<file path="config.mk">
export PLATFORM = sky130hd
export DESIGN_NAME = smp_fifo_top
export DESIGN_NICKNAME = d
export VERILOG_FILES = /design/src/rtl/smp_fifo_pkg.sv /design/src/rtl/smp_fifo_store.sv /design/src/rtl/smp_fifo_flags.sv /design/src/rtl/smp_fifo_regs.sv /design/src/rtl/smp_fifo_top.sv
export SDC_FILE = /design/constraint.sdc
export NUM_CORES = 1
export LEC_CHECK = 0
export BUFFER_PORTS_ARGS = -buffer_cell sky130_fd_sc_hd__clkbuf_2
export CORE_MARGIN = 2
export CORE_UTILIZATION = 50
export CTS_BUF_LIST = sky130_fd_sc_hd__clkbuf_16
export CTS_CLUSTER_DIAMETER = 120
export DETAILED_ROUTE_END_ITERATION = 10
export PLACE_DENSITY_LB_ADDON = 0.08
export SETUP_SLACK_MARGIN = 0.4
export SYNTH_ARGS = -nofsm -noshare
export SYNTH_HDL_FRONTEND = slang
export SYNTH_SLANG_ARGS = --single-unit
</file>
<file path="constraint.sdc">
create_clock -name clk -period 6.79 [get_ports clk]
set_input_delay 0.3395 -clock clk [delete_from_list [all_inputs] [get_ports clk]]
set_output_delay 0.3395 -clock clk [all_outputs]
set_load 0.01 [all_outputs]
</file>
<file path="src/rtl/smp_fifo_pkg.sv">
package smp_fifo_pkg;

  localparam int N_FLAGS  = 6;
  localparam int FLAG_LSB = 8;

  localparam int F_EMPTY  = 0;
  localparam int F_AEMPTY = 1;
  localparam int F_FULL   = 2;
  localparam int F_AFULL  = 3;
  localparam int F_UNDER  = 4;
  localparam int F_OVER   = 5;

  localparam int C_RUN    = 0;
  localparam int C_TX     = 1;
  localparam int C_DIRECT = 2;
  localparam int C_IRQEN  = 15;

  localparam int TH_AF_LSB = 16;

  typedef enum logic [2:0] {
    A_CTRL  = 3'd0,
    A_FLAGS = 3'd1,
    A_THR   = 3'd2,
    A_STAT  = 3'd3,
    A_DATA  = 3'd4
  } reg_addr_e;

  function automatic int unsigned lvl_step(input int unsigned lvl,
                                           input logic inc, input logic dec);
    return lvl + int'(inc) - int'(dec);
  endfunction

  function automatic logic at_or_below(input int unsigned lvl, input int unsigned th);
    return lvl <= th;
  endfunction

  function automatic logic at_or_above(input int unsigned lvl, input int unsigned th);
    return lvl >= th;
  endfunction

endpackage

</file>
<file path="src/rtl/smp_fifo_store.sv">
module smp_fifo_store #(
  parameter int DEPTH = 16,
  parameter int WIDTH = 32,
  parameter int LVL_W = 5
) (
  input  logic             clk,
  input  logic             rst_n,
  input  logic             clr,
  input  logic             push,
  input  logic [WIDTH-1:0] wdata,
  input  logic             pop,
  output logic [WIDTH-1:0] head,
  output logic [LVL_W-1:0] level
);
  import smp_fifo_pkg::*;

  localparam int PTR_W = (DEPTH > 1) ? $clog2(DEPTH) : 1;

  logic [WIDTH-1:0] mem [DEPTH];
  logic [PTR_W-1:0] wr_ptr, rd_ptr;

  function automatic logic [PTR_W-1:0] ptr_adv(input logic [PTR_W-1:0] p);
    return (int'(p) == DEPTH - 1) ? '0 : p + 1'b1;
  endfunction

  always_ff @(posedge clk) begin
    if (push) mem[wr_ptr] <= wdata;
  end

  always_ff @(posedge clk or negedge rst_n) begin
    if (!rst_n) begin
      wr_ptr <= '0;
      rd_ptr <= '0;
      level  <= '0;
    end else if (clr) begin
      wr_ptr <= '0;
      rd_ptr <= '0;
      level  <= '0;
    end else begin
      if (push) wr_ptr <= ptr_adv(wr_ptr);
      if (pop)  rd_ptr <= ptr_adv(rd_ptr);
      level <= LVL_W'(lvl_step(int'(level), push, pop));
    end
  end

  assign head = mem[rd_ptr];

endmodule

</file>
<file path="src/rtl/smp_fifo_flags.sv">
module smp_fifo_flags (
  input  logic                            clk,
  input  logic                            rst_n,
  input  logic [smp_fifo_pkg::N_FLAGS-1:0] set_vec,
  input  logic                            clr_wr,
  input  logic [smp_fifo_pkg::N_FLAGS-1:0] keep_vec,
  input  logic [smp_fifo_pkg::N_FLAGS-1:0] mask,
  input  logic                            irq_en,
  output logic [smp_fifo_pkg::N_FLAGS-1:0] flags,
  output logic                            irq
);
  import smp_fifo_pkg::*;

  for (genvar i = 0; i < N_FLAGS; i++) begin : g_sticky
    logic nxt;
    assign nxt = set_vec[i] | (flags[i] & (~clr_wr | keep_vec[i]));
    always_ff @(posedge clk or negedge rst_n) begin
      if (!rst_n) flags[i] <= 1'b0;
      else        flags[i] <= nxt;
    end
  end

  assign irq = irq_en & (|(flags & mask));

endmodule

</file>
<file path="src/rtl/smp_fifo_regs.sv">
module smp_fifo_regs #(
  parameter int LVL_W  = 5,
  parameter int AE_RST = 2,
  parameter int AF_RST = 14
) (
  input  logic                             clk,
  input  logic                             rst_n,
  input  logic                             reg_we,
  input  logic                             reg_re,
  input  logic [2:0]                       reg_addr,
  input  logic [31:0]                      reg_wdata,
  output logic [31:0]                      reg_rdata,
  input  logic [LVL_W-1:0]                 level,
  input  logic [3:0]                       live,
  input  logic [smp_fifo_pkg::N_FLAGS-1:0]  flags,
  input  logic [31:0]                      data_word,
  output logic                             run,
  output logic                             tx_mode,
  output logic                             direct,
  output logic [smp_fifo_pkg::N_FLAGS-1:0]  mask,
  output logic                             irq_en,
  output logic [LVL_W-1:0]                 th_ae,
  output logic [LVL_W-1:0]                 th_af,
  output logic                             soft_clr,
  output logic                             flag_wr,
  output logic                             data_wr,
  output logic                             data_rd
);
  import smp_fifo_pkg::*;

  logic ctrl_wr, thr_wr;

  assign ctrl_wr  = reg_we & (reg_addr == A_CTRL);
  assign thr_wr   = reg_we & (reg_addr == A_THR);
  assign flag_wr  = reg_we & (reg_addr == A_FLAGS);
  assign data_wr  = reg_we & (reg_addr == A_DATA);
  assign data_rd  = reg_re & (reg_addr == A_DATA);
  assign soft_clr = ctrl_wr & ~reg_wdata[C_RUN];

  always_ff @(posedge clk or negedge rst_n) begin
    if (!rst_n) begin
      run     <= 1'b1;
      tx_mode <= 1'b0;
      direct  <= 1'b0;
      mask    <= '0;
      irq_en  <= 1'b0;
    end else begin
      run <= ctrl_wr ? reg_wdata[C_RUN] : 1'b1;
      if (ctrl_wr) begin
        tx_mode <= reg_wdata[C_TX];
        direct  <= reg_wdata[C_DIRECT];
        mask    <= reg_wdata[FLAG_LSB +: N_FLAGS];
        irq_en  <= reg_wdata[C_IRQEN];
      end
    end
  end

  always_ff @(posedge clk or negedge rst_n) begin
    if (!rst_n) begin
      th_ae <= LVL_W'(AE_RST);
      th_af <= LVL_W'(AF_RST);
    end else if (thr_wr) begin
      th_ae <= reg_wdata[LVL_W-1:0];
      th_af <= reg_wdata[TH_AF_LSB +: LVL_W];
    end
  end

  always_comb begin
    reg_rdata = '0;
    case (reg_addr)
      A_CTRL: begin
        reg_rdata[C_RUN]                 = run;
        reg_rdata[C_TX]                  = tx_mode;
        reg_rdata[C_DIRECT]              = direct;
        reg_rdata[FLAG_LSB +: N_FLAGS]   = mask;
        reg_rdata[C_IRQEN]               = irq_en;
      end
      A_FLAGS: reg_rdata[FLAG_LSB +: N_FLAGS] = flags;
      A_THR: begin
        reg_rdata[LVL_W-1:0]             = th_ae;
        reg_rdata[TH_AF_LSB +: LVL_W]    = th_af;
      end
      A_STAT: begin
        reg_rdata[LVL_W-1:0]             = level;
        reg_rdata[FLAG_LSB +: 4]         = live;
        reg_rdata[FLAG_LSB + F_UNDER]    = flags[F_UNDER];
        reg_rdata[FLAG_LSB + F_OVER]     = flags[F_OVER];
      end
      A_DATA:  reg_rdata = data_word;
      default: reg_rdata = '0;
    endcase
  end

endmodule

</file>
<file path="src/rtl/smp_fifo_top.sv">
module smp_fifo_top #(
  parameter int DEPTH  = 16,
  parameter int AE_RST = 2,
  parameter int AF_RST = DEPTH - 2
) (
  input  logic        clk,
  input  logic        rst_n,
  input  logic        reg_we,
  input  logic        reg_re,
  input  logic [2:0]  reg_addr,
  input  logic [31:0] reg_wdata,
  output logic [31:0] reg_rdata,
  input  logic        core_push,
  input  logic [31:0] core_wdata,
  input  logic        core_pop,
  output logic [31:0] core_rdata,
  output logic        irq
);
  import smp_fifo_pkg::*;

  localparam int WIDTH = 32;
  localparam int LVL_W = $clog2(DEPTH + 1);

  logic [LVL_W-1:0]   level, th_ae, th_af;
  logic [WIDTH-1:0]   head, data_word;
  logic [N_FLAGS-1:0] flags, mask, set_vec;
  logic [3:0]         live;
  logic run, tx_mode, direct, irq_en, soft_clr, flag_wr, data_wr, data_rd;
  logic empty, full, aempty, afull;
  logic push_req, pop_req, push_ok, pop_ok, und_evt, ovr_evt;

  assign empty  = (level == '0);
  assign full   = (int'(level) == DEPTH);
  assign aempty = at_or_below(int'(level), int'(th_ae));
  assign afull  = at_or_above(int'(level), int'(th_af));

  assign push_req = tx_mode ? (data_wr & ~direct) : core_push;
  assign pop_req  = tx_mode ? core_pop : (data_rd & ~direct);
  assign push_ok  = push_req & ~full & ~soft_clr;
  assign pop_ok   = pop_req & ~empty & ~soft_clr;

  assign und_evt = tx_mode & core_pop & empty;
  assign ovr_evt = ~tx_mode & core_push & full;

  always_comb begin
    live             = '0;
    live[F_EMPTY]    = empty;
    live[F_AEMPTY]   = aempty;
    live[F_FULL]     = full;
    live[F_AFULL]    = afull;
    set_vec          = '0;
    set_vec[3:0]     = live;
    set_vec[F_UNDER] = und_evt;
    set_vec[F_OVER]  = ovr_evt;
  end

  assign core_rdata = (tx_mode & ~empty) ? head : '0;
  assign data_word  = (~direct & ~tx_mode & ~empty) ? head : '0;

  smp_fifo_store #(.DEPTH(DEPTH), .WIDTH(WIDTH), .LVL_W(LVL_W)) store_i (
    .clk   (clk),
    .rst_n (rst_n),
    .clr   (soft_clr),
    .push  (push_ok),
    .wdata (tx_mode ? reg_wdata : core_wdata),
    .pop   (pop_ok),
    .head  (head),
    .level (level)
  );

  smp_fifo_regs #(.LVL_W(LVL_W), .AE_RST(AE_RST), .AF_RST(AF_RST)) regs_i (
    .clk       (clk),
    .rst_n     (rst_n),
    .reg_we    (reg_we),
    .reg_re    (reg_re),
    .reg_addr  (reg_addr),
    .reg_wdata (reg_wdata),
    .reg_rdata (reg_rdata),
    .level     (level),
    .live      (live),
    .flags     (flags),
    .data_word (data_word),
    .run       (run),
    .tx_mode   (tx_mode),
    .direct    (direct),
    .mask      (mask),
    .irq_en    (irq_en),
    .th_ae     (th_ae),
    .th_af     (th_af),
    .soft_clr  (soft_clr),
    .flag_wr   (flag_wr),
    .data_wr   (data_wr),
    .data_rd   (data_rd)
  );

  smp_fifo_flags flags_i (
    .clk      (clk),
    .rst_n    (rst_n),
    .set_vec  (set_vec),
    .clr_wr   (flag_wr),
    .keep_vec (reg_wdata[FLAG_LSB +: N_FLAGS]),
    .mask     (mask),
    .irq_en   (irq_en),
    .flags    (flags),
    .irq      (irq)
  );

endmodule

</file>
Word level (Yosys, flattened, before mapping)
Memory sizes are Yosys's and may differ from the RTL's.
Cells that the tools add are included.
{"block": "word_totals", "out_inout_bits": 65, "reg_bits": 39, "latchBits": 0, "mem_bits_ro": 0, "mem_bits_rw": 512, "memories": 1}
{"block": "classes", "n_bitwise": 46, "muxes": 23, "div": 0, "eq_ne": 7, "n_mul": 0, "n_shift": 0, "n_addsub": 4, "reduce_logical": 5, "n_lt_le_gt_ge": 2}
{"memory": "store_i.mem", "depth": 16, "word_bits": 32, "read_ports": 1, "rd_clocked_by_memory_dff": 0, "write_ports": 1, "line": "smp_fifo_store.sv:19", "text": "logic [WIDTH-1:0] mem [DEPTH];"}
{"cell": "32-bit two-way mux", "n": 3}
{"cell": "1-bit AND", "n": 26}
{"cell": "4-bit two-way mux", "n": 6}
{"cell": "6-bit one-hot mux with 4 select lines", "n": 1}
{"cell": "1-bit OR", "n": 12}
{"cell": "3-bit one-hot mux with 4 select lines", "n": 1}
{"cell": "11-bit two-way mux", "n": 1}
{"cell": "5-bit one-hot mux with 2 select lines", "n": 1}
{"cell": "4-bit by 1-bit adder with 4-bit output (second input constant)", "n": 2}
{"cell": "4-bit by 1-bit == test with 1-bit output (second input constant)", "n": 2}
{"cell": "1-bit inverter", "n": 7}
{"cell": "6-bit AND", "n": 1}
{"cell": "3-bit by 2-bit == test with 1-bit output (second input constant)", "n": 2}
{"cell": "1-bit two-way mux", "n": 6}
{"cell": "2-bit one-hot mux with 3 select lines", "n": 1}
{"cell": "6-bit OR reduction", "n": 1}
{"cell": "5-bit by 1-bit adder with 5-bit output", "n": 1}
{"cell": "5-bit == test (second input constant)", "n": 1}
{"cell": "5-bit >= comparator", "n": 1}
{"cell": "5-bit less-or-equal comparator", "n": 1}
{"cell": "5-bit zero test", "n": 1}
{"cell": "5-bit two-way mux", "n": 1}
{"cell": "5-bit by 1-bit subtractor with 5-bit output", "n": 1}
{"cell": "2-bit nonzero test", "n": 2}
{"cell": "5 further kinds", "n": 5}

Longest topological paths before layout
Gate-level depths: netlist (run 1).
{"block": "depth", "ltp_word": 9, "depth_mapped": 14, "mapped_depth_nobuf": 13}

Modules after synthesis
Synthesis (run 1) repeated with hierarchy kept, for this count alone.
{"block": "unflattened", "cells_unflattened": 1259, "area_unflattened_um2": 23312.4}
{"module": "smp_fifo_store", "area_per_inst_um2": 20460.9, "cells_each": 962, "seq_area_each_um2": 15700.1, "instances": 1}
{"module": "smp_fifo_top", "area_per_inst_um2": 1296.2, "cells_each": 151, "seq_area_each_um2": 0.0, "instances": 1}
{"module": "smp_fifo_regs", "area_per_inst_um2": 1290.0, "cells_each": 123, "seq_area_each_um2": 506.7, "instances": 1}
{"module": "smp_fifo_flags", "area_per_inst_um2": 265.3, "cells_each": 23, "seq_area_each_um2": 150.1, "instances": 1}

Least setup slack after synthesis (run 1)
Ideal clock, no wire load.
{"block": "synth_path", "path_type": "register to register", "start": "reg store_i.level[2]", "end": "mem store_i.mem[3][0] (enable)", "period_less_slack_ps": 5358, "t_arrival_ps": 4845, "n_path_buf": 2, "stages_incl_launch_ff": 8, "path_slack_ps": 1432, "path_cell_list": "dfrtp_1 > inv_1 > ha_1 > and3_1 > clkbuf_1 > nor3_2 > buf_2 > nor4b_1"}
{"block": "synth_via", "elab_chain_cells": 6}
{"element": "start: declaration", "line": "smp_fifo_store.sv:13", "text": "output logic [LVL_W-1:0] level"}
{"element": "start signal: assignment", "line": "smp_fifo_store.sv:42", "text": "level <= LVL_W'(lvl_step(int'(level), push, pop));"}
{"element": "5-bit == test", "line": "smp_fifo_top.sv:33", "text": "assign full = (int'(level) == DEPTH);"}
{"element": "1-bit inverter", "line": "smp_fifo_top.sv:39", "text": "assign push_ok = push_req & ~full & ~soft_clr;"}
{"element": "1-bit AND (2 in series)", "line": "smp_fifo_top.sv:39"}
{"element": "1-bit two-way mux", "line": "smp_fifo_store.sv:27", "text": "if (push) mem[wr_ptr] <= wdata;"}
{"element": "1-bit two-way mux (not written as such)", "line": "smp_fifo_store.sv:27"}
{"element": "end: declaration", "line": "smp_fifo_store.sv:19"}
No other way between the ends.

Final worst setup path (run 1)
{"block": "layout_path", "start": "reg store_i.rd_ptr[3]", "end": "out reg_rdata[11]"}
{"block": "layout_via", "elab_chain_cells": 3}
{"element": "start: declaration", "line": "smp_fifo_store.sv:20", "text": "logic [PTR_W-1:0] wr_ptr, rd_ptr;"}
{"element": "start signal: assignment", "line": "smp_fifo_store.sv:41", "text": "if (pop) rd_ptr <= ptr_adv(rd_ptr);"}
{"element": "memory 16 x 32 bit"}
{"element": "32-bit two-way mux", "line": "smp_fifo_top.sv:58", "text": "assign data_word = (~direct & ~tx_mode & ~empty) ? head : '0;"}
{"element": "6-bit one-hot mux with 4 select lines", "line": "smp_fifo_regs.sv:70", "text": "case (reg_addr)"}
{"element": "end: declaration", "line": "smp_fifo_top.sv:12", "text": "output logic [31:0] reg_rdata,"}
No other way between the ends.

==> results.cfg, run 1 <==
[worst_setup_path]
path_cells = inv_1 -> or4_2 -> o221ai_1 -> clkbuf_2
crit_buf_inv = 2
timing.rr.end = store_i.mem[0][0]
max_stage_delay_ns = 1.39
ff2ff_setup_slack_ns = 3.03
r2r-start = regs_i.direct
critPathCaptureType = primary output
crit_path_start_kind = register
crit_type = register to primary output
cp_max_fo = 32
cp_num_cells = 4
worst_ep_arrival_time_ns = 4.47
crit_family = simple AND/OR/NAND/NOR gates
cp_slowest_cell = or4_2
ff2ff_path_depth = 5
crit_required_ns = 6.45

[drt]
wire_per_inst_um = 27.8
ant_nets = 0
first_iter_violations = 1061
wl_met1_um = 24400
dr.pass1.iters = 5
wl_met3_um = 2980
wl_met2_um = 25800
routed.top_layer = met4
wl_um = 54300
vias_per_cell = 6.03
via_count = 11800
post-route-drc-count = 0

[finish]
final_util = 0.577
finalNonFillerCells = 1953
drive_gt1_frac = 0.338
syn_to_final_growth_pct = 14.1
antenna_cells = 0
fin_nets = 1404

[power_and_ir_drop]
p_comb_frac = 0.278
seqPwrFrac = 0.434
ir_worst_vdd_v = 0.000230
p_switching_uw = 3180
swShare = 0.309
power_density_mw_per_mm2 = 394
clockPowerShare = 0.288
power.internal_uw = 7100
p_leak_uw = 0.00872

[synthesis]
synth_area_mm2 = 0.0228
synthFlopType = edfxtp_1
ys_seq_area_frac = 0.716
syn_avg_cell_area_um2 = 19.8
netlist_instances = 1155
async_reset_ff_frac = 0.0708
synth_cell_types = 56
yosys_warnings = 0
synth_edf_count = 512
yosys_register_bits = 551
syn_nets = 1250

[clock_network]
cts.sink_count = 551
post_cts_buffers = 0
clk_path_buf_depth = 3
cts_resized = 0
cts_tree = built
clk_pin_slew_ns = 0.06
clock_latency_ns = 0.60
numCtsBuffers = 56
cts.htree.levels = 2
root_buffer = clkbuf_16

[job]
cap_violations = 0

[global_route]
overflow = 0
grt_usage = 0.232
grt_pass1_vias = 11800
antenna_found_initial = 1
grt_max_degree = 80
grt_pass1_wl_um = 79000

[sta]
hold-worst-slack_ns = 0.0363
grt_setup_unrepaired = false
maxSlewHeadroom = 0.167
fin_tns_setup_ns = 0
fin_crit_sh = 0.708
setup_violations = 0
finalClockSkew_ns = 0.0106
timing.fmax_mhz = 208
fin_crit_ns = 4.81
drv_slew = 0
tightest_slew_ns = 1.25
hold_violations = 0

[place]
place_congestion = 0.805
place_inst = 1841
hpwl_um = 31300
port_buffers = 137

[hold_path]
worstHoldPathCells = 2
holdPathEnd = regs_i.mask[1]
hold_class = input pin to register
hold_start = reg_wdata[9]

[floorplanning]
start_util = 0.505
die_x_um = 218
coreArea_mm2 = 0.0452
io_pins = 138
dieHeight_um = 218
die_area_mm2 = 0.0474
rows = 78

[status]
outcome = completed
[power by group through the flow]
stage | logic (uW) | clock network [uW] | registers, uW
finish | 2860 | 2960 | 4450
global route | 3070 | 3140 | 4500
CTS | 2890 | 3020 | 4460
detailed placement | 2870 | 0 | 4530
global placement | 2870 | 0 | 4520
floorplan | 2180 | 0 | 4240
[synthesized netlist by cell type (12+ instances only)]
cell type	n	area (um^2)
dfrtp_1	34	851
o21ai_0	24	120
ha_1	21	263
edfxtp_1	512	15400
clkbuf_1	26	97.6
o22ai_1	21	131
inv_1	24	90.1
buf_2	28	140
mux2i_1	61	611
mux4_2	128	2880
nand2_1	25	93.8
a21oi_1	15	75.1
a211oi_1	16	120
a22oi_1	13	97.6
mux2_2	52	586
nor2_1	15	56.3
o22ai_2	12	150
[repair_timing]
| action | 4_1_cts | 5_1_grt |
|---|---|---|
| setup endpoints to repair | 0 | 0 |
| hold buffers | 10 | 0 |
| endpoints found under the hold margin | 45 | 0 |
[routing by layer]
layer	vias to the layer above	track usage
li1	5112	-
met1	6182	0.337
met2	393	0.370
met3	82	0.0324
met4	0	0.0678
met5	-	0
[flip-flops by register name, summed over array words and instances, names as in the netlist]
signal / flops
regs_i.direct: 1
store_i.rd_ptr: 4
regs_i.th_ae: 5
regs_i.irq_en: 1
flags_i.flags: 6
store_i.mem: 512
regs_i.th_af: 5
regs_i.run: 1
store_i.wr_ptr: 4
regs_i.mask: 6
store_i.level: 5
regs_i.tx_mode: 1
[logic make-up (layout without fill, tap and decap cells)]
group / Yosys count / count (layout) / synth area share
flip-flops: 551 / 551 / 0.716
AO/OA/AOI/OAI: 141 / 141 / 0.0457
adder cells (fa/ha/maj): 22 / 22 / 0.0124
AND/OR/NAND/NOR: 105 / 105 / 0.0267
XOR/XNOR: 2 / 2 / 0.000767
buffers and inverters: 93 / 291 / 0.0196
multiplexers: 241 / 241 / 0.179
[stage by stage]
stage | power (uW) | cell area (um^2) | setup WS [ns]
final | 10300 | 26100 | 1.98
after global routing | 10700 | 26100 | 1.84
after CTS | 10400 | 26100 | 2.11
after detailed placement | 7400 | 24200 | 2.71
after global placement | 7390 | 24200 | 2.81
after floorplan | 6420 | 22800 | 1.43
[final cells by class]
cell class / count / area (um^2)
Clock buffer: 58 / 1450
Clock inverter: 44 / 319
Fill cell: 3397 / 19100
Inverter: 24 / 90.1
Multi-Input combinational cell: 511 / 6120
Sequential cell: 551 / 16400
Tap cell: 600 / 751
Timing Repair Buffer: 165 / 958
[placed cells by master, fill, tap and decap left out, types with 5 or more instances in the layout]
cell type	Yosys	routed
a211oi_1	16	16
a21o_1	5	5
a21oi_1	15	15
a22oi_1	13	13
a31oi_1	5	5
and2_1	11	11
buf_4	7	15
bufinv_16	0	5
clkbuf_16	0	58
clkbuf_2	0	137
clkinv_1	0	19
dfrtp_1	34	30
dfstp_2	5	5
dlygate4sd3_1	0	10
edfxtp_1	512	512
ha_1	21	21
inv_1	24	38
mux2_2	52	52
mux2i_1	61	61
mux4_2	128	128
nand2_1	25	25
nand3_1	11	11
nor2_1	15	15
nor2b_1	6	6
o21ai_0	24	24
o21ai_1	6	6
o221ai_2	7	7
o22ai_1	21	21
o22ai_2	12	12
[how the worst max path moves through the flow]
stage	endpoint	from
floorplan	store_i.mem[3][0]	store_i.level[2]
finish	reg_rdata[11]	store_i.rd_ptr[3]
detailed placement	store_i.mem[0][14]	reg_addr[0]
global route	reg_rdata[15]	store_i.rd_ptr[3]
global placement	reg_rdata[15]	store_i.rd_ptr[3]
CTS	reg_rdata[15]	store_i.rd_ptr[3]
(Power assumes the default switching activity.)
==> run 2, diff against run 1 <==
clock period = 4.3 ns   (was 6.79 ns; I/O delays follow)
==> results.cfg, run 2 (synthesis results as in run 1) <==
[floorplanning]
start_util = 0.505
io_pins = 138
dieHeight_um = 218
coreArea_mm2 = 0.0452
rows = 78
die_x_um = 218
die_area_mm2 = 0.0474

[clock_network]
cts.htree.levels = 2
root_buffer = clkbuf_16
post_cts_buffers = 0
cts_tree = built
numCtsBuffers = 54
clk_path_buf_depth = 3
clk_pin_slew_ns = 0.07
cts.sink_count = 551
clock_latency_ns = 0.60

[finish]
largest_reg_flops = 512
largestRegisters = store_i.mem x512, flags_i.flags x6, regs_i.mask x6
syn_to_final_growth_pct = 15.3
fin_nets = 1433
antenna_cells = 0
mostFrequentLayoutCells = edfxtp_1 (512), clkbuf_2 (137), mux4_2 (128), mux2i_1 (61), clkbuf_16 (55)
largest-register = store_i.mem
drive_gt1_frac = 0.348
fillers = 3378
final_common_cell = edfxtp_1

[worst_setup_path]
max_stage_delay_ns = 1.00
path_cells = inv_1 -> or4_2 -> buf_4 -> o22ai_1 -> clkbuf_2
crit_type = register to primary output
cp_slowest_cell = or4_2
critPathCaptureType = primary output
ff2ff_setup_slack_ns = 0.91
cp_max_fo = 20
crit_path_start_kind = register
worst_ep_arrival_time_ns = 3.54
crit_required_ns = 4.09

[place]
dpl_worst_slack_ns = 0.920
hpwl_um = 33800
place_congestion = 0.852
port_buffers = 137

[global_route]
overflow = 0
grt_pass1_wl_um = 79600
grt_max_degree = 57
grt_usage = 0.232
grt_pass1_vias = 12100
antenna_found_initial = 0

[sta]
finalClockSkew_ns = 0.0201
fin_crit_ns = 3.75
hold_violations = 0
grt_setup_unrepaired = false
timing.fmax_mhz = 267
drv_slew = 0
fin_tns_setup_ns = 0
maxSlewHeadroom = 0.258
tightest_slew_ns = 1.11
setup_slack_ns = 0.548
fin_crit_sh = 0.873
setup_violations = 0

[drt]
dr.pass1.iters = 5
vias_per_cell = 6.01
wire_per_inst_um = 27.1
post-route-drc-count = 0
via_count = 11900
ant_nets = 0
first_iter_violations = 1114
wl_um = 53600

[power_and_ir_drop]
p_leak_uw = 0.00886
power_density_mw_per_mm2 = 614
ir_worst_vdd_v = 0.000382

[job]
cap_violations = 0

[hold_path]
hold_class = input pin to register

[status]
outcome = completed
-- run 2: report_power, final --
group | internal (uW) | switching, uW | total (uW)
registers | 6460 | 462 | 6920
clock network | 2550 | 1950 | 4500
logic | 2120 | 2640 | 4760
-- run 2: what timing repair did --
action                                  in CTS  in global routing
hold endpoints to repair                    59                  0
endpoints found under the setup margin       0                  0
gates resized for setup                      0                  0
hold buffers                                19                  0
-- run 2: per-layer routing --
| metal | vias to the layer above | part of all wire | track usage |
|---|---|---|---|
| met5 | - | 0 | 0 |
| met4 | 0 | 0.023 | 0.0708 |
| met3 | 78 | 0.054 | 0.0322 |
| met2 | 403 | 0.48 | 0.368 |
| met1 | 6264 | 0.45 | 0.337 |
| li1 | 5166 | - | - |
-- run 2: critical path: cells and delay by family, from the launching register on --
kind | cells | cell delay, ns
buffers and inverters | 3 | 0.99
flip-flops | 1 | 0.71
AO/OA/AOI/OAI | 1 | 0.20
AND/OR/NAND/NOR | 1 | 1.00
-- run 2: path summary, 6_finish.rpt --
check / startpoint / endpoint / cells past startpoint
worst min-delay path: core_push / flags_i.flags[5] / 4
min in group asynchronous: rst_n / flags_i.flags[1] / 2
max in group asynchronous: rst_n / store_i.rd_ptr[0] / 2
worst max-delay path: store_i.rd_ptr[3] / reg_rdata[31] / 5
worst min register to register: regs_i.th_af[1] / regs_i.th_af[1] / 2
worst max register to register: regs_i.tx_mode / store_i.mem[10][14] / 4
-- run 2: final cells by class --
cell class,instances,area (um^2),share of cell area
clock buffers,55,1380,0.0522
clock inverters,45,304,0.0115
well taps,600,751,0.0285
multi-input cells,511,6120,0.233
repair buffers,196,1330,0.0503
flip-flops and latches,551,16400,0.621
inverters,24,90.1,0.00342
-- run 2: stage by stage --
step | util | instance area, um^2 | power, uW | cells | hold WS (ns)
global route | 0.583 | 26300 | 16900 | 1982 | 0.0387
floorplan | - | 22900 | 10100 | 1155 | -0.0806
global placement | 0.542 | 24500 | 11800 | 1863 | 0.431
finish | 0.583 | 26300 | 16200 | 1982 | 0.0433
detailed placement | 0.542 | 24500 | 11800 | 1863 | 0.439
CTS | 0.583 | 26300 | 16300 | 1982 | 0.00373
==> run 3, diff against run 2 <==
CTS_BUF_LIST = sky130_fd_sc_hd__clkbuf_8   (was sky130_fd_sc_hd__clkbuf_16)
==> results.cfg, run 3 (synthesis results as in run 1) <==
[clock_network]
cts_tree = built
clk_pin_slew_ns = 0.06
clk_path_buf_depth = 3
cts.sink_count = 551
cts.htree.levels = 3
numCtsBuffers = 90
clock_latency_ns = 0.65
root_buffer = clkbuf_8

[worst_setup_path]
crit_path_start_kind = register
crit_type = register to primary output
crit_buf_inv = 4
worst_ep_arrival_time_ns = 3.49
path_cells = inv_1 -> ha_1 -> nor4b_1 -> buf_4 -> or4_2 -> buf_4 -> o22ai_2 -> clkbuf_2
path_common_cell = buf_4
cp_max_fo = 21
ff2ff_path_depth = 4
max_stage_delay_ns = 1.02
crit_family = simple AND/OR/NAND/NOR gates
cp_num_cells = 8
cp_slowest_cell = or4_2
crit_required_ns = 4.09
critPathCaptureType = primary output

[finish]
drive_gt1_frac = 0.366
largestRegisters = store_i.mem x512, flags_i.flags x6, regs_i.mask x6
antenna_cells = 0
syn_to_final_growth_pct = 15.6
largest-register = store_i.mem
largest_reg_flops = 512
final_util = 0.584
final_common_cell = edfxtp_1
fillers = 3399
fin_nets = 1473
mostFrequentLayoutCells = edfxtp_1 (512), clkbuf_2 (137), mux4_2 (128), clkbuf_8 (92), mux2i_1 (61)

[floorplanning]
rows = 78
die_x_um = 218
coreArea_mm2 = 0.0452
die_area_mm2 = 0.0474
io_pins = 138
dieHeight_um = 218
start_util = 0.505

[power_and_ir_drop]
seqPwrFrac = 0.431
ir_worst_vdd_v = 0.000333
p_leak_uw = 0.00899
p_switching_uw = 5150
p_comb_frac = 0.298
clockPowerShare = 0.270
swShare = 0.321
power_density_mw_per_mm2 = 608
power.internal_uw = 10900

[sta]
tightest_slew_ns = 1.02
grt_setup_unrepaired = false
maxSlewHeadroom = 0.323
hold_violations = 0
fin_crit_sh = 0.861
drv_slew = 0
hold-worst-slack_ns = 0.107
fin_crit_ns = 3.70
fin_tns_setup_ns = 0
timing.fmax_mhz = 270
setup_violations = 0
finalClockSkew_ns = 0.0216

[hold_path]
worstHoldPathCells = 2
hold_class = input pin to register

[place]
place_congestion = 0.852
hpwl_um = 33800
port_buffers = 137

[global_route]
antenna_found_initial = 1
grt_pass1_vias = 12300
grt_max_degree = 57
grt_usage = 0.235
overflow = 0
grt_pass1_wl_um = 80300

[drt]
post-route-drc-count = 0
dr.pass1.iters = 8
wl_um = 54400
ant_nets = 0
wire_per_inst_um = 26.5
first_iter_violations = 1072
vias_per_cell = 5.94
via_count = 12200

[job]
cap_violations = 0

[status]
outcome = completed
==> run 3: cell types whose count changed in the layout (fill, tap and decap cells not counted), moves of 2 or more <==
cell | previous run | this run
clkinv_1 | 13 | 21
clkbuf_8 | 0 | 92
clkinvlp_4 | 3 | 1
buf_4 | 28 | 31
inv_1 | 40 | 51
clkbuf_16 | 55 | 0
clkinv_2 | 7 | 14
==> run 3: cell type report <==
class                           count  area, um^2  area share
Tap cell                          600         751      0.0284
Clock buffer                       92        1270      0.0479
Sequential cell                   551       16400       0.620
Clock inverter                     72         442      0.0167
Inverter                           24        93.8     0.00355
Multi-Input combinational cell    511        6130       0.232
Timing Repair Buffer              200        1360      0.0514
==> run 3: path summary, 6_finish.rpt <==
check	start	end	slack, ns
setup / recovery	store_i.level[2]	reg_rdata[28]	0.60
hold / removal	core_wdata[21]	store_i.mem[1][21]	0.11
setup reg to reg	regs_i.tx_mode	store_i.mem[1][19]	0.91
hold reg to reg	regs_i.th_af[1]	regs_i.th_af[1]	0.52
max in group asynchronous	rst_n	store_i.rd_ptr[0]	3.29
min in group asynchronous	rst_n	regs_i.mask[1]	0.27
==> run 3: timing repair <==
action	4_1_cts	5_1_grt
setup endpoints to repair	0	10
gates resized for setup	0	2
setup buffers	0	3
hold buffers	20	0
endpoints found under the hold margin	59	0
==> run 3: routing by layer <==
layer,part of all wire,vias up,global-route usage
met5,0,-,0
met4,0.022,0,0.0683
met3,0.057,83,0.0414
met2,0.48,437,0.372
met1,0.44,6375,0.338
li1,-,5273,-
==> run 3: metrics by stage <==
step | worst slack, ns | power, uW | cells | instance area (um^2)
2_1_floorplan | 0.564 | 10100 | 1155 | 22900
3_3_place_gp | 1.01 | 11800 | 1863 | 24500
3_5_place_dp | 0.920 | 11800 | 1863 | 24500
4_1_cts | 0.425 | 16200 | 2047 | 26400
5_1_grt | 0.472 | 16800 | 2050 | 26400
6_report | 0.596 | 16100 | 2050 | 26400
==> run 3: power by group through the flow <==
stage	registers [uW]	clock network, uW	logic (uW)
finish	6920	4340	4790
global route	6980	4680	5170
CTS	6930	4450	4820
detailed placement	7030	0	4790
global placement	7020	0	4770
floorplan	6690	0	3450
==> run 3: worst reg2reg max path: stages, from the launching register on <==
cell      delay (ns)
dfrtp_2         0.85
a31oi_1         0.41
nor3_2          0.76
nor4bb_4        0.41
buf_4           0.57
